File: src/rtl/eag_pkg.sv
package eag_pkg;
  localparam int RIDX_W = 4;

  typedef enum logic [2:0] {
    SEG_ES = 3'd0, SEG_CS = 3'd1, SEG_SS = 3'd2,
    SEG_DS = 3'd3, SEG_FS = 3'd4, SEG_GS = 3'd5
  } seg_e;

  typedef enum logic [1:0] {
    ASZ_16 = 2'd0, ASZ_32 = 2'd1, ASZ_64 = 2'd2
  } asz_e;

  typedef enum logic [1:0] {
    DSP_NONE = 2'd0, DSP_8 = 2'd1, DSP_16 = 2'd2, DSP_32 = 2'd3
  } dsp_e;

  // Address recipe produced by a form decoder
  typedef struct packed {
    logic              use_base;
    logic [RIDX_W-1:0] base_idx;
    logic              use_index;
    logic [RIDX_W-1:0] index_idx;
    logic [1:0]        scale;
    logic              rip_rel;
    dsp_e              dsp;
    logic              sib_used;
    seg_e              def_seg;
  } ea_plan_t;

  // Bytes of displacement implied by a displacement kind
  function automatic logic [2:0] dsp_bytes(input dsp_e k);
    case (k)
      DSP_8:   return 3'd1;
      DSP_16:  return 3'd2;
      DSP_32:  return 3'd4;
      default: return 3'd0;
    endcase
  endfunction
endpackage

File: src/rtl/eag_plan16.sv
module eag_plan16
  import eag_pkg::*;
(
  input  logic [1:0] md,
  input  logic [2:0] rm,
  output ea_plan_t   plan
);
  localparam logic [RIDX_W-1:0] IDX_BX = 4'd3;
  localparam logic [RIDX_W-1:0] IDX_BP = 4'd5;
  localparam logic [RIDX_W-1:0] IDX_SI = 4'd6;
  localparam logic [RIDX_W-1:0] IDX_DI = 4'd7;

  logic bare_disp;
  logic stack_form;
  assign bare_disp  = (md == 2'd0) && (rm == 3'd6);
  assign stack_form = (rm == 3'd2) || (rm == 3'd3) || ((rm == 3'd6) && !bare_disp);

  always_comb begin
    plan          = '0;
    plan.def_seg  = stack_form ? SEG_SS : SEG_DS;
    plan.dsp      = DSP_NONE;
    case (rm)
      3'd0: begin plan.use_base = 1'b1; plan.base_idx = IDX_BX;
                  plan.use_index = 1'b1; plan.index_idx = IDX_SI; end
      3'd1: begin plan.use_base = 1'b1; plan.base_idx = IDX_BX;
                  plan.use_index = 1'b1; plan.index_idx = IDX_DI; end
      3'd2: begin plan.use_base = 1'b1; plan.base_idx = IDX_BP;
                  plan.use_index = 1'b1; plan.index_idx = IDX_SI; end
      3'd3: begin plan.use_base = 1'b1; plan.base_idx = IDX_BP;
                  plan.use_index = 1'b1; plan.index_idx = IDX_DI; end
      3'd4: begin plan.use_index = 1'b1; plan.index_idx = IDX_SI; end
      3'd5: begin plan.use_index = 1'b1; plan.index_idx = IDX_DI; end
      3'd6: begin plan.use_base = !bare_disp; plan.base_idx = IDX_BP; end
      default: begin plan.use_base = 1'b1; plan.base_idx = IDX_BX; end
    endcase
    if (md == 2'd1)      plan.dsp = DSP_8;
    else if (md == 2'd2) plan.dsp = DSP_16;
    else if (bare_disp)  plan.dsp = DSP_16;
  end
endmodule

File: src/rtl/eag_plan32.sv
module eag_plan32
  import eag_pkg::*;
(
  input  logic [1:0] md,
  input  logic [2:0] rm,
  input  logic [7:0] sib,
  input  logic       rex_x,
  input  logic       rex_b,
  input  logic       mode64,
  output ea_plan_t   plan
);
  localparam logic [RIDX_W-1:0] NO_INDEX = 4'd4;

  logic              has_sib;
  logic              sib_no_base;
  logic              abs_disp;
  logic [RIDX_W-1:0] sib_index;

  assign has_sib     = (rm == 3'd4) && (md != 2'd3);
  assign sib_no_base = has_sib && (sib[2:0] == 3'd5) && (md == 2'd0);
  assign abs_disp    = !has_sib && (rm == 3'd5) && (md == 2'd0);
  assign sib_index   = {rex_x, sib[5:3]};

  always_comb begin
    plan          = '0;
    plan.def_seg  = SEG_DS;
    plan.sib_used = has_sib;
    if (has_sib) begin
      plan.scale     = sib[7:6];
      plan.index_idx = sib_index;
      plan.use_index = (sib_index != NO_INDEX);
      plan.base_idx  = {rex_b, sib[2:0]};
      plan.use_base  = !sib_no_base;
    end else begin
      plan.base_idx  = {rex_b, rm};
      plan.use_base  = !abs_disp;
      plan.rip_rel   = abs_disp && mode64;
    end
    if (md == 2'd1)                     plan.dsp = DSP_8;
    else if (md == 2'd2)                plan.dsp = DSP_32;
    else if (sib_no_base || abs_disp)   plan.dsp = DSP_32;
    else                                plan.dsp = DSP_NONE;
  end
endmodule

File: src/rtl/eag_combine.sv
module eag_combine
  import eag_pkg::*;
#(
  parameter int XLEN = 64
) (
  input  logic            use_base,
  input  logic            use_index,
  input  logic [1:0]      scale,
  input  logic            rip_rel,
  input  dsp_e            dsp,
  input  logic [1:0]      addr_size,
  input  logic            mode64,
  input  logic [2:0]      seg,
  input  logic [XLEN-1:0] base_data,
  input  logic [XLEN-1:0] index_data,
  input  logic [31:0]     disp_in,
  input  logic [XLEN-1:0] next_ip,
  input  logic [XLEN-1:0] seg_base,
  output logic [XLEN-1:0] ea_offset,
  output logic            seg_gate_open,
  output logic [XLEN-1:0] lin_addr
);
  localparam logic [XLEN-1:0] MASK16 = {{(XLEN-16){1'b0}}, 16'hFFFF};
  localparam logic [XLEN-1:0] MASK32 = {{(XLEN-32){1'b0}}, 32'hFFFF_FFFF};

  function automatic logic [XLEN-1:0] disp_ext(input dsp_e k, input logic [31:0] d);
    case (k)
      DSP_8:   return {{(XLEN-8){d[7]}}, d[7:0]};
      DSP_16:  return {{(XLEN-16){1'b0}}, d[15:0]};
      DSP_32:  return {{(XLEN-32){d[31]}}, d};
      default: return '0;
    endcase
  endfunction

  function automatic logic [XLEN-1:0] scaled(input logic [XLEN-1:0] v, input logic [1:0] s);
    return v << s;
  endfunction

  logic [XLEN-1:0] base_term;
  logic [XLEN-1:0] index_term;
  logic [XLEN-1:0] raw_sum;
  logic [XLEN-1:0] with_seg;

  assign base_term  = use_base ? base_data : (rip_rel ? next_ip : '0);
  assign index_term = use_index ? scaled(index_data, scale) : '0;
  assign raw_sum    = base_term + index_term + disp_ext(dsp, disp_in);
  assign ea_offset  = (addr_size == ASZ_16) ? (raw_sum & MASK16) : raw_sum;

  assign seg_gate_open = !mode64 || (seg == SEG_FS) || (seg == SEG_GS);
  assign with_seg      = ea_offset + (seg_gate_open ? seg_base : '0);
  assign lin_addr      = (addr_size == ASZ_32) ? (with_seg & MASK32) : with_seg;
endmodule

File: src/rtl/ea_gen.sv
module ea_gen
  import eag_pkg::*;
#(
  parameter int XLEN = 64
) (
  input  logic                clk,
  input  logic                rst_n,
  input  logic                req_valid,
  input  logic                mode64,
  input  logic [1:0]          addr_size,
  input  logic [7:0]          modrm,
  input  logic [7:0]          sib,
  input  logic [31:0]         disp_in,
  input  logic                rex_r,
  input  logic                rex_x,
  input  logic                rex_b,
  input  logic [XLEN-1:0]     next_ip,
  input  logic                seg_ovr_valid,
  input  logic [2:0]          seg_ovr,
  output logic [RIDX_W-1:0]   rf_base_sel,
  input  logic [XLEN-1:0]     rf_base_data,
  output logic [RIDX_W-1:0]   rf_index_sel,
  input  logic [XLEN-1:0]     rf_index_data,
  output logic [2:0]          seg_sel,
  input  logic [XLEN-1:0]     seg_base,
  output logic                res_valid,
  output logic                res_is_reg,
  output logic [RIDX_W-1:0]   res_reg,
  output logic [RIDX_W-1:0]   res_reg_field,
  output logic [XLEN-1:0]     res_addr,
  output logic [2:0]          res_seg,
  output logic [2:0]          res_disp_len,
  output logic                res_sib_used
);
  // REX bits only exist in 64-bit mode
  logic rex_r_e, rex_x_e, rex_b_e;
  assign rex_r_e = rex_r & mode64;
  assign rex_x_e = rex_x & mode64;
  assign rex_b_e = rex_b & mode64;

  logic [1:0] md;
  logic [2:0] rm;
  logic       reg_form;
  logic       form16;
  assign md       = modrm[7:6];
  assign rm       = modrm[2:0];
  assign reg_form = (md == 2'd3);
  assign form16   = (addr_size == ASZ_16);

  ea_plan_t plan16, plan32, plan;

  eag_plan16 u_plan16 (
    .md   (md),
    .rm   (rm),
    .plan (plan16)
  );

  eag_plan32 u_plan32 (
    .md     (md),
    .rm     (rm),
    .sib    (sib),
    .rex_x  (rex_x_e),
    .rex_b  (rex_b_e),
    .mode64 (mode64),
    .plan   (plan32)
  );

  assign plan = form16 ? plan16 : plan32;

  // Segment in use and register-file/segment read ports
  logic [2:0] seg_eff;
  assign seg_eff      = seg_ovr_valid ? seg_ovr : plan.def_seg;
  assign seg_sel      = seg_eff;
  assign rf_base_sel  = plan.base_idx;
  assign rf_index_sel = plan.index_idx;

  logic [XLEN-1:0] ea_offset;
  logic            seg_gate_open;
  logic [XLEN-1:0] lin_addr;

  eag_combine #(.XLEN(XLEN)) u_combine (
    .use_base      (plan.use_base),
    .use_index     (plan.use_index),
    .scale         (plan.scale),
    .rip_rel       (plan.rip_rel),
    .dsp           (plan.dsp),
    .addr_size     (addr_size),
    .mode64        (mode64),
    .seg           (seg_eff),
    .base_data     (rf_base_data),
    .index_data    (rf_index_data),
    .disp_in       (disp_in),
    .next_ip       (next_ip),
    .seg_base      (seg_base),
    .ea_offset     (ea_offset),
    .seg_gate_open (seg_gate_open),
    .lin_addr      (lin_addr)
  );

  // Result register
  always_ff @(posedge clk) begin
    if (!rst_n) begin
      res_valid     <= 1'b0;
      res_is_reg    <= 1'b0;
      res_reg       <= '0;
      res_reg_field <= '0;
      res_addr      <= '0;
      res_seg       <= '0;
      res_disp_len  <= '0;
      res_sib_used  <= 1'b0;
    end else begin
      res_valid <= req_valid;
      if (req_valid) begin
        res_is_reg    <= reg_form;
        res_reg       <= reg_form ? {rex_b_e, rm} : '0;
        res_reg_field <= {rex_r_e, modrm[5:3]};
        res_addr      <= reg_form ? '0 : lin_addr;
        res_seg       <= seg_eff;
        res_disp_len  <= reg_form ? 3'd0 : dsp_bytes(plan.dsp);
        res_sib_used  <= !reg_form && plan.sib_used;
      end
    end
  end


  valid_follows_chk: assert property (@(posedge clk) disable iff (!rst_n)
    req_valid |=> res_valid);

  idle_follows_chk: assert property (@(posedge clk) disable iff (!rst_n)
    !req_valid |=> !res_valid);

  reg_form_chk: assert property (@(posedge clk) disable iff (!rst_n)
    (res_valid && res_is_reg) |-> (res_addr == '0 && res_disp_len == 3'd0 && !res_sib_used));

  ss_default_chk: assert property (@(posedge clk) disable iff (!rst_n)
    (req_valid && addr_size == ASZ_16 && !seg_ovr_valid && modrm[7:6] != 2'd3 &&
     (modrm[2:0] == 3'd2 || modrm[2:0] == 3'd3)) |=> (res_seg == SEG_SS));

  len16_chk: assert property (@(posedge clk) disable iff (!rst_n)
    (req_valid && addr_size == ASZ_16) |=> (res_disp_len != 3'd4 && !res_sib_used));

  disp_len_chk: assert property (@(posedge clk) disable iff (!rst_n)
    res_valid |-> ($countones(res_disp_len) <= 1));

  trunc32_chk: assert property (@(posedge clk) disable iff (!rst_n)
    (req_valid && addr_size == ASZ_32 && modrm[7:6] != 2'd3) |=> (res_addr[XLEN-1:32] == '0));

  seg_gate_chk: assert property (@(posedge clk) disable iff (!rst_n)
    (mode64 && seg_eff != SEG_FS && seg_eff != SEG_GS) |-> (lin_addr == ea_offset ||
      addr_size == ASZ_32));
endmodule

File: config.mk
export PLATFORM = sky130hd
export DESIGN_NAME = ea_gen
export DESIGN_NICKNAME = d
export VERILOG_FILES = /design/src/rtl/eag_pkg.sv /design/src/rtl/eag_plan16.sv /design/src/rtl/eag_plan32.sv /design/src/rtl/eag_combine.sv /design/src/rtl/ea_gen.sv
export SDC_FILE = /design/constraint.sdc
export NUM_CORES = 1
export LEC_CHECK = 0
export ABC_AREA = 1
export BUFFER_PORTS_ARGS = -buffer_cell sky130_fd_sc_hd__clkbuf_2
export CAP_MARGIN = 20
export CORE_MARGIN = 2
export CORE_UTILIZATION = 40
export DETAILED_ROUTE_END_ITERATION = 12
export PLACE_DENSITY = 0.61
export SETUP_SLACK_MARGIN = 0.5
export SYNTH_ARGS = -nofsm -noshare
export SYNTH_HDL_FRONTEND = slang
export SYNTH_SLANG_ARGS = --single-unit
File: constraint.sdc
create_clock -name clk -period 7.87 [get_ports clk]
set_clock_uncertainty 0.2 [all_clocks]
set_input_delay 0.3935 -clock clk [delete_from_list [all_inputs] [get_ports clk]]
set_output_delay 0.3935 -clock clk [all_outputs]
set_load 0.005 [all_outputs]
After elaboration in Yosys (flattened, before gate mapping)
Index checks and enable logic that the tools add are counted.
{"block": "word_totals", "reg_bits": 81, "latch_bits": 0, "ramBits": 0, "romBits": 0, "input_bits": 317, "output_inout_bits": 92, "wordCells": 85, "n_memories": 0}
{"block": "op_classes", "add_sub_neg": 3, "multipliers": 0, "n_div": 0, "n_lt_le_gt_ge": 0, "n_eq_ne": 18, "n_shift": 1, "muxes": 25, "bitwise": 3, "n_reduce_logical": 27}
{"cell": "64-bit 2-to-1 mux", "count": 7}
{"cell": "64-bit adder", "count": 3}
{"cell": "64-bit one-hot mux with 3 select lines", "count": 1}
{"cell": "64-bit by 2-bit << shifter with 64-bit output", "count": 1}
{"cell": "19-bit 2-to-1 mux", "count": 1}
{"cell": "3-bit equality test, second input constant", "count": 6}
{"cell": "5-bit one-hot mux with 3 select lines", "count": 1}
{"cell": "2-bit 2-to-1 mux", "count": 6}
{"cell": "5-bit one-hot mux with 2 select lines", "count": 1}
{"cell": "1-bit logical AND", "count": 9}
{"cell": "3-bit one-hot mux with 3 select lines", "count": 1}
{"cell": "2-bit equality test, second input constant", "count": 4}
{"cell": "7-bit 2-to-1 mux", "count": 1}
{"cell": "2-bit by 1-bit equality test with 1-bit output, second input constant", "count": 3}
{"cell": "3-bit by 2-bit equality test with 1-bit output, second input constant", "count": 2}
{"cell": "1-bit zero test", "count": 6}
{"cell": "3-bit 2-to-1 mux", "count": 2}
{"cell": "3-bit OR reduction", "count": 2}
{"cell": "1-bit logical OR", "count": 5}
{"cell": "5-bit 2-to-1 mux", "count": 1}
{"cell": "2-bit zero test", "count": 2}
{"cell": "4-bit 2-to-1 mux", "count": 1}
{"cell": "4-bit by 3-bit != test with 1-bit output, second input constant", "count": 1}
{"cell": "2-bit OR reduction", "count": 2}
{"cell": "other kinds (5)", "count": 8}

Depth between registers and ports, before layout
{"block": "logic_depth", "depth_word": 18, "depth_mapped": 43, "depth_no_buf": 41}

Modules after synthesis
From an unflattened synthesis, not the netlist that was laid out.
{"block": "unflattened", "cells_unflattened": 2980, "area_unflattened_um2": 17453.0}
{"mod": "eag_combine", "instances": 1, "cells_each": 2446, "area_each_um2": 13804.5, "seq_area_each_um2": 0.0}
{"mod": "ea_gen", "instances": 1, "cells_each": 455, "area_each_um2": 3224.3, "seq_area_each_um2": 1621.6}
{"mod": "eag_plan32", "instances": 1, "cells_each": 48, "area_each_um2": 255.2, "seq_area_each_um2": 0.0}
{"mod": "eag_plan16", "instances": 1, "cells_each": 31, "area_each_um2": 168.9, "seq_area_each_um2": 0.0}

Worst setup path before layout
No wires, ideal clock.
{"block": "synth_path", "path_kind": "input -> register", "from": "in modrm[1]", "to": "reg res_addr[63]", "setup_time_ns": 0.132, "arrival_ns": 5.658, "t_required_ns": 7.538, "path_slack_ns": 1.879, "cell_stages": 36, "n_path_buf": 1, "cell_sequence": "buf_2 > nor2_4 > nand3_4 > nor2_1 > nand2_1 > nand2_1 > nand2_1 > o21ai_1 > inv_1 > fa_1 > inv_1 > ha_1 > nand2_1 > nor2_1 > inv_1 > nor4_1 > o21ai_0 > nand3_1 > a31oi_1 > o21ai_1 > xnor2_1 > nor2_1 > ha_1 > nand2_1 > nor2_1 > inv_1 > nor2_1 > nand2_1 > nor4_1 > nand2_1 > nand3_1 > nand2_1 > inv_1 > nand4_1 > nand3_1 > a21oi_1"}
{"block": "synth_between", "elab_chain_cells": 17, "word_cells_on_any_way": 59, "classes_between": "add/sub (3); eq/ne (11); shift (1); mux (22); reduce/logical (22)"}
{"element": "start, declared", "line_no": "ea_gen.sv:11", "rtl": "input logic [7:0] modrm,"}
{"element": "3-bit equality test", "line_no": "eag_plan16.sv:22, eag_plan32.sv:19"}
{"element": "1-bit logical AND", "line_no": "eag_plan32.sv:19", "rtl": "assign has_sib = (rm == 3'd4) && (md != 2'd3);"}
{"element": "1-bit zero test", "line_no": "eag_plan32.sv:21", "rtl": "assign abs_disp = !has_sib && (rm == 3'd5) && (md == 2'd0);"}
{"element": "1-bit logical AND (2 in a row)", "line_no": "eag_plan32.sv:21"}
{"element": "1-bit logical OR", "line_no": "eag_plan32.sv:41", "rtl": "else if (sib_no_base || abs_disp) plan.dsp = DSP_32;"}
{"element": "2-bit 2-to-1 mux", "line_no": "eag_plan32.sv:41"}
{"element": "2-bit 2-to-1 mux", "line_no": "eag_plan32.sv:40", "rtl": "else if (md == 2'd2) plan.dsp = DSP_32;"}
{"element": "2-bit 2-to-1 mux", "line_no": "eag_plan32.sv:39", "rtl": "if (md == 2'd1) plan.dsp = DSP_8;"}
{"element": "19-bit 2-to-1 mux *", "line_no": "ea_gen.sv:68", "rtl": "assign plan = form16 ? plan16 : plan32;"}
{"element": "branches (longest 4 deep; another with 64-bit adder)"}
{"element": "64-bit adder *", "line_no": "eag_combine.sv:50", "rtl": "assign with_seg = ea_offset + (seg_gate_open ? seg_base : '0);"}
{"element": "64-bit 2-to-1 mux *", "line_no": "eag_combine.sv:51", "rtl": "assign lin_addr = (addr_size == ASZ_32) ? (with_seg & MASK32) : with_seg;"}
{"element": "64-bit 2-to-1 mux *", "line_no": "ea_gen.sv:117", "rtl": "res_addr <= reg_form ? '0 : lin_addr;"}
{"element": "end signal, assigned", "line_no": "ea_gen.sv:117"}
{"element": "end, declared", "line_no": "ea_gen.sv:30", "rtl": "output logic [XLEN-1:0] res_addr,"}
Every way passes the cells marked *.
A chain may end at the register's enable or synchronous reset.

Worst setup path after layout
{"block": "layout_path", "from": "in modrm[7]", "to": "reg res_addr[63]"}
{"block": "layout_between", "elab_chain_cells": 17, "word_cells_on_any_way": 51, "classes_between": "add/sub (3); eq/ne (9); shift (1); mux (21); reduce/logical (17)"}
{"element": "branches (longest 16 deep; another with 64-bit adder)"}
{"element": "64-bit 2-to-1 mux *", "line_no": "ea_gen.sv:117"}
Marks and branches as above.

==> results list <==
- The worst pin sits at a relative slew slack of 0.454.
* Total DRC errors in the routed layout: 0
- Worst setup startpoint: modrm[7]
- Deepest clock path buffer count: 2
- Timing would allow up to 141 MHz.
- # setup viols final: 0
- Dpl ws: 50.2 ps
- Summed over all cells, the static leakage comes to 10.3 nW.
- The final layout contains 3644 nets.
- In this run the power density over the cells is 172 mW/mm².
- Post-synthesis average cell area: 5.79 µm²
- Total iterations of the first detailed-routing run: 7
* Number of synthesized flops with an enable pin: 0
* Clock tree from TritonCTS: done
* Antenna diode count: 0
- After detailed placement, the total cell area comes to 0.0186 mm².
- In the synthesized netlist the async set-or-reset flop fraction comes to 0.
- The worst setup path is launched from a primary input.
- Die Outline Area: 0.0415 mm²
- The final layout contains routed wiring with a total length of 65700 µm.
- Global-route wire length before repair: 102000 µm
* Crit-path max cell delay: 520 ps
- CTS placed an instance of clkbuf_16 at the clock tree root.
- Wirelength per Cell: 17.9 µm
- Clk pin slew, worst setup/hold paths: 70 ps
- Among all flip-flop cells after synthesis, the most frequent one is dfxtp_1.
* Number of vias after detailed routing: 19600
* Global routing usage summed across all routing layers: 0.313
- The largest individual stage delay along the critical path comes from the cell fa_1.
* Sequential share of the synthesized area: 0.102
* Starting density of the core: 0.403
- Result of the run: complete, no violations
- Remaining antenna violation count after routing: 0
- The detailed router finished its first iteration with 1558 violations.
- Final-report hold violation count: 0
- Max reg flops: 64
- Number of placed I/O pins: 409
- Final worst-path cycle share: 0.903
- Dividing the detail-routed via count by the number of cells gives 5.35.
- The die is 204 µm wide.
* Cell occurring most often along the worst timing path: nand2_1
* Final Slew Violations: 0
* Crit path arrival time: 7100 ps
* Post-Syn Instances: 2757
- Library cells used by synthesis: 51
- The H-tree generated during clock tree synthesis spans 3 levels.
* Total of hold buffers inserted after clock tree synthesis: 0
* Number of clock sinks: 81
* Number of synthesized register bits: 81
- Port bufs: 408
- The area growth from synthesis to layout is 19.1%.
- In this run the most critical hold path is launched from modrm[3].
* Synth warnings: 0
- The worst path meets setup with 761 ps of slack.
- End point of the most critical hold path: res_reg_field[0]$_SDFFE_PN0P_
- On the final layout, the worst hold slack is 79.2 ps.
- Across the run, the number of max-cap violations was 0.
* Power Total: 3.27 mW
* Number of buffers created by CTS: 9
- Of the cells placed in the final design, the portion with a size suffix greater than 1 is 0.164.
- Setup repair after global routing missed its margin: yes
- The clock reaches the later pin of the worst-skew pair after 340 ps.
- Cell area after synthesis: 0.0160 mm²
- Maximum number of pins on one net before global-route repair: 71
* RD Place Congestion: 0.979
- Setup TNS: 0 ps
* Data required time at the worst endpoint: 7860 ps
* Number of rows created at floorplan: 73
- Endpoint of the worst register-to-register path: res_addr[56]$_SDFFE_PN0P_
* Largest voltage drop on the vdd net: 105 µV
- Worst hold path stage count: 3
- Via count of the first global-routing pass: 19100
- The tightest min-delay check is of the primary input to register type.
* Post-Layout Inst Area: 0.0190 mm²
* Max Fanout on Critical Path: 31
- The die is 204 µm tall.
* Total half-perimeter wirelength after legalization and detailed placement: 57000 µm
- Net count after synthesis: 3264
- In this run the standard cell core region covers 0.0395 mm².
* Worst Setup Path Type: primary input to register
- Antenna violations before repair: 0
* Final critical-path required period: 7110 ps
- Worst reg2reg startpoint: res_addr[56]$_SDFFE_PN0P_
- At the pin with the least slew margin, the transition time is 818 ps.
- For this run the aggregate overflow at the end of global routing stands at 0.
- Register-to-register setup slack: 6930 ps
- On the critical path the largest part of the delay comes from simple AND/OR/NAND/NOR gates.
* Reg2reg path depth: 2
- STA classifies the critical path endpoint as a register.
- Crit path buf inv count: 7
-- logic make-up (layout without fill, tap and decap cells) --
| kind of cell | after synthesis | in the layout | share of synthesized area |
|---|---|---|---|
| AOI/OAI and AO/OA | 715 | 715 | 0.267 |
| adders and majority gates | 190 | 190 | 0.180 |
| DFF | 81 | 81 | 0.102 |
| buffers and inverters | 533 | 918 | 0.126 |
| xor gates and xnor gates | 31 | 31 | 0.0170 |
| and+or+nand+nor | 1207 | 1207 | 0.309 |
-- tightest hold or removal path: cells and delay by family --
family / cells / cell delay (ps)
AND/OR/NAND/NOR: 2 / 120
buffers and inverters: 1 / 70
-- metrics by stage --
step                std cells  utilization
finish                   3667        0.481
global route             3667        0.481
CTS                      3663        0.478
detailed placement       3647        0.471
global placement         3647        0.471
floorplan                2757            -
-- what timing repair did --
action	CTS	global route
resized for setup	1	17
pin swaps	0	2
endpoints found under the setup margin	1	19
buffers inserted	0	4
-- where the power goes --
part | leakage, nW | total (mW) | switching, mW | internal, mW
logic | 9.51 | 2.36 | 1.55 | 0.811
registers | 0.664 | 0.497 | 0.0312 | 0.466
clock network | 0.146 | 0.416 | 0.189 | 0.227
total | 10.3 | 3.27 | 1.77 | 1.50
-- placed cells by master (no fill, tap or decap), types with 4 or more instances in the layout --
cell type	synthesis	routed
a21oi_1	278	277
inv_1	454	452
ha_1	125	125
o21ai_0	163	162
buf_6	0	7
nand4_1	16	16
or2_2	26	26
nand2_1	670	669
nand3_1	105	104
a22oi_1	122	122
nand3b_1	10	10
fa_1	65	65
a21o_1	37	37
a221oi_1	5	5
a21boi_0	15	14
nor2_1	331	331
xor2_1	24	24
nor4_1	11	10
o211ai_1	4	4
o21ai_2	3	4
clkbuf_2	0	408
xnor2_1	7	7
o21ai_1	8	8
nor3_1	23	22
dfxtp_1	81	81
a31oi_1	25	24
clkbuf_16	0	9
buf_4	0	29
nand2_2	4	4
inv_2	4	5
o21a_1	15	15
o21bai_1	20	20
-- layer usage --
layer,GRT usage,routed length [µm],part of all wire,vias to the layer above
met2,0.577,32300,0.49,665
met5,0,0,0,-
met4,0.0938,2120,0.032,0
li1,-,-,-,9810
met3,0.0289,3350,0.051,104
met1,0.381,27900,0.42,9052
-- cells in the mapped netlist, drive strengths merged, types with 37 or more instances --
master / count / area (µm²)
a22oi: 122 / 916
clkbuf: 62 / 233
dfxtp: 81 / 1620
nor2: 335 / 1290
a21oi: 280 / 1420
a21o: 37 / 278
nand3: 106 / 543
ha: 125 / 1560
fa: 65 / 1300
o21ai: 174 / 882
nand2: 674 / 2540
inv: 458 / 1720
-- area by class of cell --
type / instances / area (µm²)
fill: 4353 / 20500
multi-input combinational: 2143 / 12400
timing repair buffer: 444 / 2340
inverter: 458 / 1720
sequential: 81 / 1620
tap: 525 / 657
clock buffer: 10 / 239
clock inverter: 6 / 47.5
-- worst max-delay path by stage --
stage	endpoint	cells past startpoint	slack, ps
floorplan	res_addr[63]$_SDFFE_PN0P_	36	1880
global placement	res_addr[63]$_SDFFE_PN0P_	34	-30
detailed placement	res_addr[63]$_SDFFE_PN0P_	34	50
CTS	res_addr[63]$_SDFFE_PN0P_	34	580
global route	res_addr[63]$_SDFFE_PN0P_	38	350
finish	res_addr[63]$_SDFFE_PN0P_	36	760
(Power assumes the default switching activity.)
